$ cat config.mk
export PLATFORM = sky130hd
export DESIGN_NAME = psr_status_reg
export DESIGN_NICKNAME = d
export VERILOG_FILES = /design/src/rtl/psr_pkg.sv /design/src/rtl/psr_flag_cell.sv /design/src/rtl/psr_spare_bits.sv /design/src/rtl/psr_push_fmt.sv /design/src/rtl/psr_status_reg.sv
export SDC_FILE = /design/constraint.sdc
export NUM_CORES = 1
export LEC_CHECK = 0
export CAP_MARGIN = 20
export CORE_AREA = 2 2 39 41
export DETAILED_ROUTE_END_ITERATION = 10
export DIE_AREA = 0 0 41 43
export DONT_BUFFER_PORTS = 1
export GPL_TIMING_DRIVEN = 0
export PLACE_DENSITY = 0.44
export SYNTH_ARGS = -nofsm -noshare
export SYNTH_HDL_FRONTEND = slang
export SYNTH_SLANG_ARGS = --single-unit
export TNS_END_PERCENT = 10
$ cat constraint.sdc
create_clock -name clk -period 3.98 [get_ports clk]
set_input_delay 0.597 -clock clk [delete_from_list [all_inputs] [get_ports clk]]
set_output_delay 0.597 -clock clk [all_outputs]
set_load 0.01 [all_outputs]
$ cat src/rtl/psr_pkg.sv
package psr_pkg;
   // Fixed flag positions inside the status byte
   localparam int unsigned POS_C    = 0;
   localparam int unsigned POS_Z    = 1;
   localparam int unsigned POS_I    = 2;
   localparam int unsigned POS_D    = 3;
   localparam int unsigned POS_B    = 4;
   // First bit above the defined flags
   localparam int unsigned FLAG_TOP = 5;
endpackage

$ cat src/rtl/psr_flag_cell.sv
// One status flag with a fixed source priority:
// force > load > set/clear command > result update.
module psr_flag_cell #(
   parameter bit HAS_RST = 1'b1,
   parameter bit RST_VAL = 1'b0
) (
   input  logic clk,
   input  logic rst_n,
   input  logic force_en,
   input  logic force_val,
   input  logic load_en,
   input  logic load_val,
   input  logic set_cmd,
   input  logic clr_cmd,
   input  logic upd_en,
   input  logic upd_val,
   output logic flag_q
);
   logic q;
   logic nxt;

   always_comb begin
      nxt = q;
      if (force_en)              nxt = force_val;
      else if (load_en)          nxt = load_val;
      else if (set_cmd & clr_cmd) nxt = q;       // illegal pair: hold
      else if (set_cmd)          nxt = 1'b1;
      else if (clr_cmd)          nxt = 1'b0;
      else if (upd_en)           nxt = upd_val;
   end

   generate
      if (HAS_RST) begin : g_rst
         always_ff @(posedge clk or negedge rst_n) begin
            if (!rst_n) q <= RST_VAL;
            else        q <= nxt;
         end
      end else begin : g_norst
         logic unused_rst;
         assign unused_rst = rst_n;
         always_ff @(posedge clk) q <= nxt;
      end
   endgenerate

   assign flag_q = q;
endmodule

$ cat src/rtl/psr_spare_bits.sv
// Bits above the defined flags: written only by the restore path.
module psr_spare_bits #(
   parameter int unsigned SW = 3
) (
   input  logic          clk,
   input  logic          rst_n,
   input  logic          load_en,
   input  logic [SW-1:0] load_val,
   output logic [SW-1:0] bits_q
);
   always_ff @(posedge clk or negedge rst_n) begin
      if (!rst_n)       bits_q <= '0;
      else if (load_en) bits_q <= load_val;
   end
endmodule

$ cat src/rtl/psr_push_fmt.sv
// Builds the stacked copy: live byte with the break position substituted.
module psr_push_fmt #(
   parameter int unsigned DATA_W = 8
) (
   input  logic [DATA_W-1:0] live,
   input  logic              brk,
   output logic [DATA_W-1:0] push
);
   import psr_pkg::*;
   always_comb begin
      push        = live;
      push[POS_B] = brk;
   end
endmodule

$ cat src/rtl/psr_status_reg.sv
module psr_status_reg #(
   parameter int unsigned DATA_W       = 8,
   parameter bit          DEC_RESET_EN = 1'b0,
   parameter bit          DEC_RST_VAL  = 1'b0,
   parameter bit          I_RST_VAL    = 1'b1
) (
   input  logic              clk,
   input  logic              rst_n,
   input  logic              alu_c_we,
   input  logic              alu_c_val,
   input  logic              res_z_we,
   input  logic              res_z_val,
   input  logic              res_z_arith,
   input  logic              set_c,
   input  logic              clr_c,
   input  logic              set_i,
   input  logic              clr_i,
   input  logic              set_d,
   input  logic              clr_d,
   input  logic              int_accept,
   input  logic              int_brk,
   input  logic              load_we,
   input  logic [DATA_W-1:0] load_val,
   output logic [DATA_W-1:0] status_q,
   output logic [DATA_W-1:0] push_byte
);
   import psr_pkg::*;

   localparam int unsigned SPARE_W = DATA_W - FLAG_TOP;
   localparam int unsigned SPARE_S = (SPARE_W > 0) ? SPARE_W : 1;

   generate
      if (DATA_W < FLAG_TOP || DATA_W > 16) begin : g_bad_w
         $error("psr_status_reg: DATA_W must lie in 5..16");
      end
      if (!DEC_RESET_EN && DEC_RST_VAL) begin : g_bad_dec
         $error("psr_status_reg: DEC_RST_VAL needs DEC_RESET_EN");
      end
   endgenerate

   logic c_q, z_q, i_q, d_q;
   logic [SPARE_S-1:0] spare_q;
   logic z_upd;

   // Arithmetic zero is not meaningful in decimal mode: hold it there
   assign z_upd = res_z_we & ~(res_z_arith & d_q);

   psr_flag_cell #(.HAS_RST(1'b1), .RST_VAL(1'b0)) u_c (
      .clk(clk), .rst_n(rst_n),
      .force_en(1'b0), .force_val(1'b0),
      .load_en(load_we), .load_val(load_val[POS_C]),
      .set_cmd(set_c), .clr_cmd(clr_c),
      .upd_en(alu_c_we), .upd_val(alu_c_val),
      .flag_q(c_q)
   );

   psr_flag_cell #(.HAS_RST(1'b1), .RST_VAL(1'b0)) u_z (
      .clk(clk), .rst_n(rst_n),
      .force_en(1'b0), .force_val(1'b0),
      .load_en(load_we), .load_val(load_val[POS_Z]),
      .set_cmd(1'b0), .clr_cmd(1'b0),
      .upd_en(z_upd), .upd_val(res_z_val),
      .flag_q(z_q)
   );

   psr_flag_cell #(.HAS_RST(1'b1), .RST_VAL(I_RST_VAL)) u_i (
      .clk(clk), .rst_n(rst_n),
      .force_en(int_accept), .force_val(1'b1),
      .load_en(load_we), .load_val(load_val[POS_I]),
      .set_cmd(set_i), .clr_cmd(clr_i),
      .upd_en(1'b0), .upd_val(1'b0),
      .flag_q(i_q)
   );

   psr_flag_cell #(.HAS_RST(DEC_RESET_EN), .RST_VAL(DEC_RST_VAL)) u_d (
      .clk(clk), .rst_n(rst_n),
      .force_en(1'b0), .force_val(1'b0),
      .load_en(load_we), .load_val(load_val[POS_D]),
      .set_cmd(set_d), .clr_cmd(clr_d),
      .upd_en(1'b0), .upd_val(1'b0),
      .flag_q(d_q)
   );

   generate
      if (SPARE_W > 0) begin : g_spare
         psr_spare_bits #(.SW(SPARE_W)) u_sp (
            .clk(clk), .rst_n(rst_n),
            .load_en(load_we),
            .load_val(load_val[DATA_W-1:FLAG_TOP]),
            .bits_q(spare_q)
         );
      end else begin : g_nospare
         assign spare_q = '0;
      end
   endgenerate

   logic unused_ld_b;
   assign unused_ld_b = load_val[POS_B];

   always_comb begin
      status_q        = '0;
      status_q[POS_C] = c_q;
      status_q[POS_Z] = z_q;
      status_q[POS_I] = i_q;
      status_q[POS_D] = d_q;
      for (int k = FLAG_TOP; k < DATA_W; k++) status_q[k] = spare_q[k-FLAG_TOP];
   end

   psr_push_fmt #(.DATA_W(DATA_W)) u_push (
      .live(status_q), .brk(int_brk), .push(push_byte)
   );
endmodule

Word level (Yosys, flattened, before mapping)
Index checks and enable logic that the tools add are counted.
{"block": "totals", "regBits": 7, "inputBits": 24, "out_inout_bits": 16, "word_cells": 37}
{"block": "op_classes", "eq_ne": 3, "mux": 16, "n_bitwise": 6, "reduce_logical": 7}
{"cell": "$mux 1", "count": 16}
{"cell": "$reduce_bool 4->1", "count": 2}
{"cell": "$reduce_and 2->1", "count": 3}
{"cell": "$and 1x1->1", "count": 5}
{"cell": "$ne 2x2->1 const B", "count": 2}
{"cell": "$ne 3x3->1 const B", "count": 1}
{"cell": "$reduce_bool 3->1", "count": 1}
{"cell": "$reduce_bool 2->1", "count": 1}
{"cell": "$not 1->1", "count": 1}

Longest topological paths before layout
Gate-level depths: netlist of the first run.
{"block": "depth", "ltp_word": 5, "mapped_depth": 3, "ltp_nobuf": 3}

By module
From an unflattened synthesis of the first run, not the netlist that was laid out.
{"block": "hier_totals", "cells_unflattened": 55, "hier_area_um2": 516.7}
{"mod": "psr_flag_cell at u_c ...", "n_inst": 2, "cells_per_inst": 8, "area_per_inst_um2": 70.1, "seq_area_each_um2": 25.0}
{"mod": "psr_spare_bits", "n_inst": 1, "cells_per_inst": 6, "area_per_inst_um2": 108.9, "seq_area_each_um2": 75.1}
{"mod": "psr_flag_cell at u_d", "n_inst": 1, "cells_per_inst": 9, "area_per_inst_um2": 80.1, "seq_area_each_um2": 30.0}
{"mod": "psr_flag_cell at u_i", "n_inst": 1, "cells_per_inst": 8, "area_per_inst_um2": 71.3, "seq_area_each_um2": 26.3}
{"mod": "psr_push_fmt", "n_inst": 1, "cells_per_inst": 8, "area_per_inst_um2": 60.1, "seq_area_each_um2": 0.0}
{"mod": "psr_status_reg", "n_inst": 1, "cells_per_inst": 8, "area_per_inst_um2": 56.3, "seq_area_each_um2": 0.0}

Least setup slack after synthesis of the first run
OpenSTA, ideal clock, no wires.
{"block": "synth_path", "path_kind": "in2reg", "from": "input res_z_we", "to": "register u_z.q (netlist: u_z.flag_q)", "setup_ns": 0.125, "arrival_time_ns": 1.347, "required_ns": 3.855, "path_slack_ns": 2.508, "path_stages": 3, "path_buffers": 0, "path_cell_list": "a21boi_0 mux2_2 mux2_2"}
{"block": "synth_between", "elab_chain_len": 2}
{"element": "start, declared", "line": "psr_status_reg.sv:11", "text": "input logic res_z_we,"}
{"element": "$and 1x1->1", "line": "psr_status_reg.sv:46", "text": "assign z_upd = res_z_we & ~(res_z_arith & d_q);"}
{"element": "$reduce_bool 2->1 (no source line)"}
{"element": "end signal, assigned", "line": "psr_flag_cell.sv:36", "text": "else q <= nxt;"}
{"element": "end, declared", "line": "psr_flag_cell.sv:19", "text": "logic q;"}
No other way between the ends.
A chain may end at the register's enable or synchronous reset.

Worst setup path in the final report of the first run
{"block": "layout_path", "from": "register u_i.q (netlist: u_i.flag_q)", "to": "output push_byte[2]"}
{"element": "start, declared", "line": "psr_flag_cell.sv:19"}
{"element": "start signal, assigned", "line": "psr_flag_cell.sv:36"}
{"element": "end, declared", "line": "psr_status_reg.sv:25", "text": "output logic [DATA_W-1:0] push_byte"}
No word-level cell between the ends.

==> impl_metrics.json, run 1 <==
{
  "grt_first_pass_wirelength_mm": 1.30,
  "clockPowerShare": 0.327,
  "dr.first_iter.drc_count": 2,
  "avgSynthCellArea_um2": 10.7,
  "insertion_delay_ns": 0.25,
  "max_stage_delay_ns": 0.53,
  "first_pass_iters": 5,
  "gp_congestion": 0.685,
  "num_vias": 287,
  "cts-root-buf": "clkbuf_4",
  "finalCritPeriodShare": 0.373,
  "yosys.area.top_type": "dfrtp_1",
  "regArea_um2": 181,
  "grt_max_degree": 11,
  "core_area_um2": 1380,
  "antenna_found_initial": 0,
  "synth.mux.area_fraction": 0.154,
  "cts_tree": "built",
  "clock-skew-final_ns": 0.00937,
  "holdWs_ns": 0.0345,
  "path_buf_inv": 1,
  "port_buffers": 0,
  "crit_path_cell_trace": "buf_4",
  "synth_xor_area_frac": 0.0200,
  "overflow": 0,
  "synthAdderAreaFrac": 0.0229,
  "dp_hpwl_um": 678,
  "synth_top_family_by_area": "buffers and inverters",
  "chipWidth_um": 41,
  "fp.dieH_um": 43,
  "p_sw_frac": 0.263,
  "wl_per_cell_um": 13.1,
  "finish.utilization": 0.351,
  "cts_buffer_depth": 2,
  "grt_usage": 0.116,
  "post-cts-setup-buffers": 0,
  "cts.htree.levels": 1,
  "antenna_left": 0,
  "min_period_ns": 1.49,
  "clock.fmax_mhz": 673,
  "cp-start-kind": "flip-flop",
  "multi_input_area_um2": 146,
  "wl_um": 801,
  "synth_simple_gate_area_frac": 0.0371,
  "dp_cells": 57,
  "ys_warn_count": 0,
  "area_growth_pct": 10.9,
  "hold_class": "primary input to asynchronous set/reset pin",
  "yosysTopAreaCellShare": 0.286,
  "critPathKind": "flip-flop to primary output",
  "p_leak_nw": 0.230,
  "cp.required_ns": 3.38,
  "cts_buffers": 3,
  "outcome": "complete, no violations",
  "grt_pass1_vias": 310,
  "die-area_um2": 1760,
  "slew_violations": 0,
  "net-switching-power_mw": 0.0510,
  "fin_nets": 70,
  "intPower_mw": 0.143,
  "ys_types": 18,
  "n_fill_cell": 138,
  "start_util": 0.316,
  "maxCapViolCount": 0,
  "path_clk_slew_ns": 0.06,
  "viasPerCell": 4.70,
  "finalSetupTns_ns": 0,
  "core.rowCount": 14,
  "report.final.setup_viol": 0,
  "ys_ff_latch": 7,
  "crit_path_end_kind": "primary output",
  "powerDensity_nw_per_um2": 399,
  "diodes": 0,
  "fin_cells": 61,
  "ios": 40,
  "syn_area_um2": 438,
  "hold_viol_final": 0,
  "total_power_mw": 0.194,
  "p_comb_frac": 0.217,
  "syn_inst": 41,
  "drive_gt1_frac": 0.556,
  "ys_seq_area_frac": 0.414,
  "synth_compound_area_frac": 0.0914,
  "cpLargestDelayFamily": "flip-flops",
  "cts.sinks": 7,
  "synth.area.top_cells": "dfrtp_1 29%, buf_4 22%, mux2_2 15%, edfxtp_1 6.9%, dfstp_2 6.0%",
  "peakVddDrop_v": 0.000158,
  "cts_resized": 0,
  "power_frac_seq": 0.456,
  "synthesis.nets": 65,
  "cp.arrival_ns": 0.89,
  "cp_max_fo": 3,
  "cts_hold_buffers": 0,
  "drc": 0,
  "critPathSlowestCell": "dfstp_2",
  "rsz0062_at_grt": "false"
}
## area by class of cell
type	instances	area share
sequential	7	0.374
clock buffer	3	0.0464
buffer	14	0.211
multi-input combinational	18	0.302
tap	16	0.0412
clock inverter	1	0.0103
inverter	2	0.0155
## cell usage after synthesis (all sizes together)
| cell | n |
|---|---|
| a22o | 1 |
| mux2 | 6 |
| buf | 14 |
| inv | 2 |
| a21oi | 2 |
| conb | 1 |
| nand2b | 1 |
| nand2 | 1 |
| a211o | 1 |
| o21ai | 1 |
| dfstp | 1 |
| nor2b | 1 |
| xnor2 | 1 |
| edfxtp | 1 |
| maj3 | 1 |
| dfrtp | 5 |
| a21boi | 1 |
## stage by stage
| step | setup slack (ns) | cell area (um^2) |
|---|---|---|
| finish | 2.49 | 485 |
| detailed placement | 2.46 | 458 |
| global route | 2.46 | 485 |
| CTS | 2.48 | 485 |
| global placement | 2.48 | 458 |
| floorplan | 2.51 | 438 |
## layer usage
layer  share of wire  global-route usage  vias to the layer above
met5               0                   0                        -
met4               0              0.0600                        0
met3            0.15              0.0576                        0
met2            0.54               0.194                       23
met1            0.31               0.108                      135
li1                -                   -                      129
## cell families after synthesis
kind of cell,Yosys count
simple gates,3
other cells,1
compound gates,6
flops,7
mux,6
xor+xnor,1
buf+inv,16
fa+ha+maj,1
## path summary, 6_finish.rpt
path / startpoint / endpoint / slack [ns] / cells past startpoint
setup reg to reg: u_d.flag_q$_DFFE_PP_ / u_z.flag_q$_DFFE_PN0P_ / 2.67 / 3
setup / recovery: u_i.flag_q$_DFFE_PN1P_ / push_byte[2] / 2.49 / 1
hold reg to reg: g_spare.u_sp.bits_q[2]$_DFFE_PN0P_ / g_spare.u_sp.bits_q[2]$_DFFE_PN0P_ / 0.63 / 1
max in group asynchronous: rst_n / u_i.flag_q$_DFFE_PN1P_ / 3.77 / 0
hold / removal: rst_n / g_spare.u_sp.bits_q[2]$_DFFE_PN0P_ / 0.03 / 0
min in group clk: int_accept / u_i.flag_q$_DFFE_PN1P_ / 0.49 / 2
## cell usage in the layout, fill, tap and decap left out
cell type and n:
a211o_1 1, a21boi_0 1, a21oi_1 2, a22o_1 1
buf_2 1, buf_4 13, clkbuf_4 3, clkinv_2 1
conb_1 1, dfrtp_1 5, dfstp_2 1, edfxtp_1 1
inv_1 2, maj3_1 1, mux2_2 6, nand2_1 1
nand2b_1 1, nor2b_1 1, o21ai_0 1, xnor2_1 1
## power groups by stage
stage / registers, mW / logic [mW] / clock network [mW]
2_1_floorplan: 0.0882 / 0.0392 / 0
3_3_place_gp: 0.0895 / 0.0418 / 0
3_5_place_dp: 0.0897 / 0.0429 / 0
4_1_cts: 0.0887 / 0.0429 / 0.0672
5_1_grt: 0.0904 / 0.0469 / 0.0730
6_report: 0.0884 / 0.0420 / 0.0634
## sequential cells by signal, summed over array words and instances (netlist names)
register and flops:
g_spare.u_sp.bits_q 3, u_c.flag_q 1, u_d.flag_q 1, u_i.flag_q 1, u_z.flag_q 1
Power figures use the tool's default switching activity.
==> inputs of run 2 (changes only) <==
--- a/config.mk
+++ b/config.mk
@@ -5,13 +5,14 @@
 export SDC_FILE = /design/constraint.sdc
 export NUM_CORES = 1
 export LEC_CHECK = 0
+export ABC_AREA = 1
 export CAP_MARGIN = 20
 export CORE_AREA = 2 2 39 41
 export DETAILED_ROUTE_END_ITERATION = 10
 export DIE_AREA = 0 0 41 43
 export DONT_BUFFER_PORTS = 1
 export GPL_TIMING_DRIVEN = 0
-export PLACE_DENSITY = 0.44
+export PLACE_DENSITY = 0.45
 export SYNTH_ARGS = -nofsm -noshare
 export SYNTH_HDL_FRONTEND = slang
 export SYNTH_SLANG_ARGS = --single-unit
==> constraint.sdc (replaced) <==
create_clock -name clk -period 1.4 [get_ports clk]
set_input_delay 0.21 -clock clk [delete_from_list [all_inputs] [get_ports clk]]
set_output_delay 0.21 -clock clk [all_outputs]
set_load 0.01 [all_outputs]
==> impl_metrics.json, run 2 <==
{
  "outcome": "complete, no violations",
  "path_clk_slew_ns": 0.05,
  "rsz0062_at_grt": "false",
  "dp_worst_setup_slack_ns": 0.542,
  "final_cell_area_um2": 510,
  "fin_nets": 88,
  "min_from": "load_val[6]",
  "r2r_cells": 2,
  "yosys.area.top_type": "dfrtp_1",
  "die-area_um2": 1760,
  "total_power_mw": 0.542,
  "peakVddDrop_v": 0.000729,
  "critPathSlowestCell": "dfstp_2",
  "max_stage_delay_ns": 0.54,
  "whs_path_depth": 2,
  "p_leak_nw": 0.272,
  "wl_um": 811,
  "powerDensity_nw_per_um2": 1060,
  "ys_warn_count": 0,
  "crit_path_cell_trace": "buf_4",
  "critPathKind": "flip-flop to primary output",
  "gp_congestion": 0.536,
  "synthesis.nets": 82,
  "viasPerCell": 4.30,
  "worst_slack_ns": 0.284,
  "diodes": 0,
  "startpoint": "u_i.flag_q$_DFFE_PN1P_",
  "synth.most_common_cell": "nand2_1",
  "chipWidth_um": 41,
  "grt_pass1_vias": 335,
  "finalCritPeriodShare": 0.797,
  "net-switching-power_mw": 0.141,
  "post-cts-setup-buffers": 0,
  "path_buf_inv": 1,
  "drive_gt1_frac": 0.302,
  "grt_usage": 0.116,
  "fp.dieH_um": 43,
  "cpLargestDelayFamily": "flip-flops",
  "min_to": "g_spare.u_sp.bits_q[1]$_DFFE_PN0P_",
  "overflow": 0,
  "antenna_found_initial": 0,
  "final_common_cell": "nand2_1",
  "insertion_delay_ns": 0.24,
  "layout_common_cells": "17 x nand2_1, 13 x buf_4, 5 x inv_1, 5 x dfrtp_1, 4 x o21ai_0",
  "reg2reg_from": "u_i.flag_q$_DFFE_PN1P_",
  "slew_violations": 0,
  "cts_resized": 0,
  "drc": 0,
  "port_buffers": 0,
  "synthFlopType": "dfrtp_1",
  "maxCapViolCount": 0,
  "syn_area_um2": 454,
  "crit_path_end_kind": "primary output",
  "clock.fmax_mhz": 896,
  "ys_top_cells_by_count": "17 x nand2_1, 13 x buf_4, 5 x dfrtp_1, 5 x inv_1, 4 x o21ai_0",
  "grt_max_degree": 11,
  "cts.sinks": 7,
  "ys_ff_latch": 7,
  "p_sw_frac": 0.261,
  "clock-skew-final_ns": 0.00406,
  "core_area_um2": 1380,
  "cts_tree": "built",
  "cp.arrival_ns": 0.91,
  "num_vias": 340,
  "cts_buffer_depth": 2,
  "synth.area.top_cells": "dfrtp_1 28%, buf_4 21%, nand2_1 14%, edfxtp_1 6.6%, dfstp_2 5.8%",
  "hold_viol_final": 0,
  "dp_hpwl_um": 676,
  "min_period_ns": 1.12,
  "reg2reg_setup_slack_ns": 0.55,
  "reg2reg_to": "u_i.flag_q$_DFFE_PN1P_",
  "ios": 40,
  "avgSynthCellArea_um2": 7.83,
  "cts.htree.levels": 1,
  "wl_per_cell_um": 10.3,
  "hold_class": "primary input to flip-flop",
  "cts_buffers": 3,
  "yosysTopAreaCellShare": 0.275,
  "cp-start-kind": "flip-flop",
  "cp.required_ns": 1.19,
  "core.rowCount": 14,
  "intPower_mw": 0.400,
  "p_comb_frac": 0.217,
  "area_growth_pct": 12.4,
  "syn_inst": 58,
  "start_util": 0.328,
  "first_pass_iters": 4,
  "ys_types": 17,
  "holdWs_ns": 0.0796,
  "synth_edf_count": 1,
  "cts_hold_buffers": 1,
  "ys_seq_area_frac": 0.399,
  "finalSetupTns_ns": 0,
  "regMostFlops": "g_spare.u_sp.bits_q",
  "largest_reg_flops": 3,
  "async_reset_ff_frac": 0.857,
  "dr.first_iter.drc_count": 2,
  "cp_max_fo": 4,
  "report.final.setup_viol": 0,
  "power_frac_seq": 0.460,
  "clockPowerShare": 0.323,
  "placement.cell_area_um2": 474,
  "cts-root-buf": "clkbuf_4",
  "grt_first_pass_wirelength_mm": 1.30,
  "antenna_left": 0
}
-- run 2: cell count changes after synthesis, moves of 3 or more --
| cell | delta |
|---|---|
| nand2_1 | +16 |
| o21ai_0 | +3 |
| inv_1 | +3 |
| mux2_2 | -6 |
-- run 2: layout make-up --
type / instances / area, um^2
Fill cell: 147 / 873
Multi-Input combinational cell: 32 / 145
Inverter: 5 / 18.8
Buffer: 14 / 109
Tap cell: 16 / 20.0
Timing Repair Buffer: 1 / 10.0
Sequential cell: 7 / 181
Clock buffer: 4 / 26.3
-- run 2: metal layers --
| metal | up-vias | part of all wire | track usage |
|---|---|---|---|
| met3 | 0 | 0.11 | 0.0733 |
| li1 | 178 | - | - |
| met5 | - | 0 | 0 |
| met4 | 0 | 0 | 0.0600 |
| met1 | 140 | 0.35 | 0.102 |
| met2 | 22 | 0.53 | 0.191 |
-- run 2: cell families after synthesis --
group / after synthesis / synth area share
flip-flops: 7 / 0.399
buffers and inverters: 19 / 0.281
other: 1 / 0.00826
AND/OR/NAND/NOR: 20 / 0.174
AO/OA/AOI/OAI: 11 / 0.138
-- run 2: power groups by stage --
stage / clock (mW) / sequential (mW) / combinational [mW]
floorplan: 0 / 0.249 / 0.105
global placement: 0 / 0.253 / 0.114
detailed placement: 0 / 0.253 / 0.115
CTS: 0.187 / 0.250 / 0.120
global route: 0.203 / 0.253 / 0.132
finish: 0.175 / 0.249 / 0.118
-- run 2: worst max path at each step --
| stage | endpoint | cells past startpoint |
|---|---|---|
| after detailed placement | push_byte[2] | 1 |
| after CTS | push_byte[2] | 1 |
| after global placement | push_byte[2] | 1 |
| after floorplan | push_byte[2] | 1 |
| final | push_byte[2] | 1 |
| after global routing | push_byte[2] | 1 |
-- run 2: per-stage QoR --
| stage | utilization | cells |
|---|---|---|
| after CTS | 0.369 | 79 |
| after global placement | 0.343 | 74 |
| after detailed placement | 0.343 | 74 |
| after floorplan | - | 58 |
| after global routing | 0.369 | 79 |
| final | 0.369 | 79 |
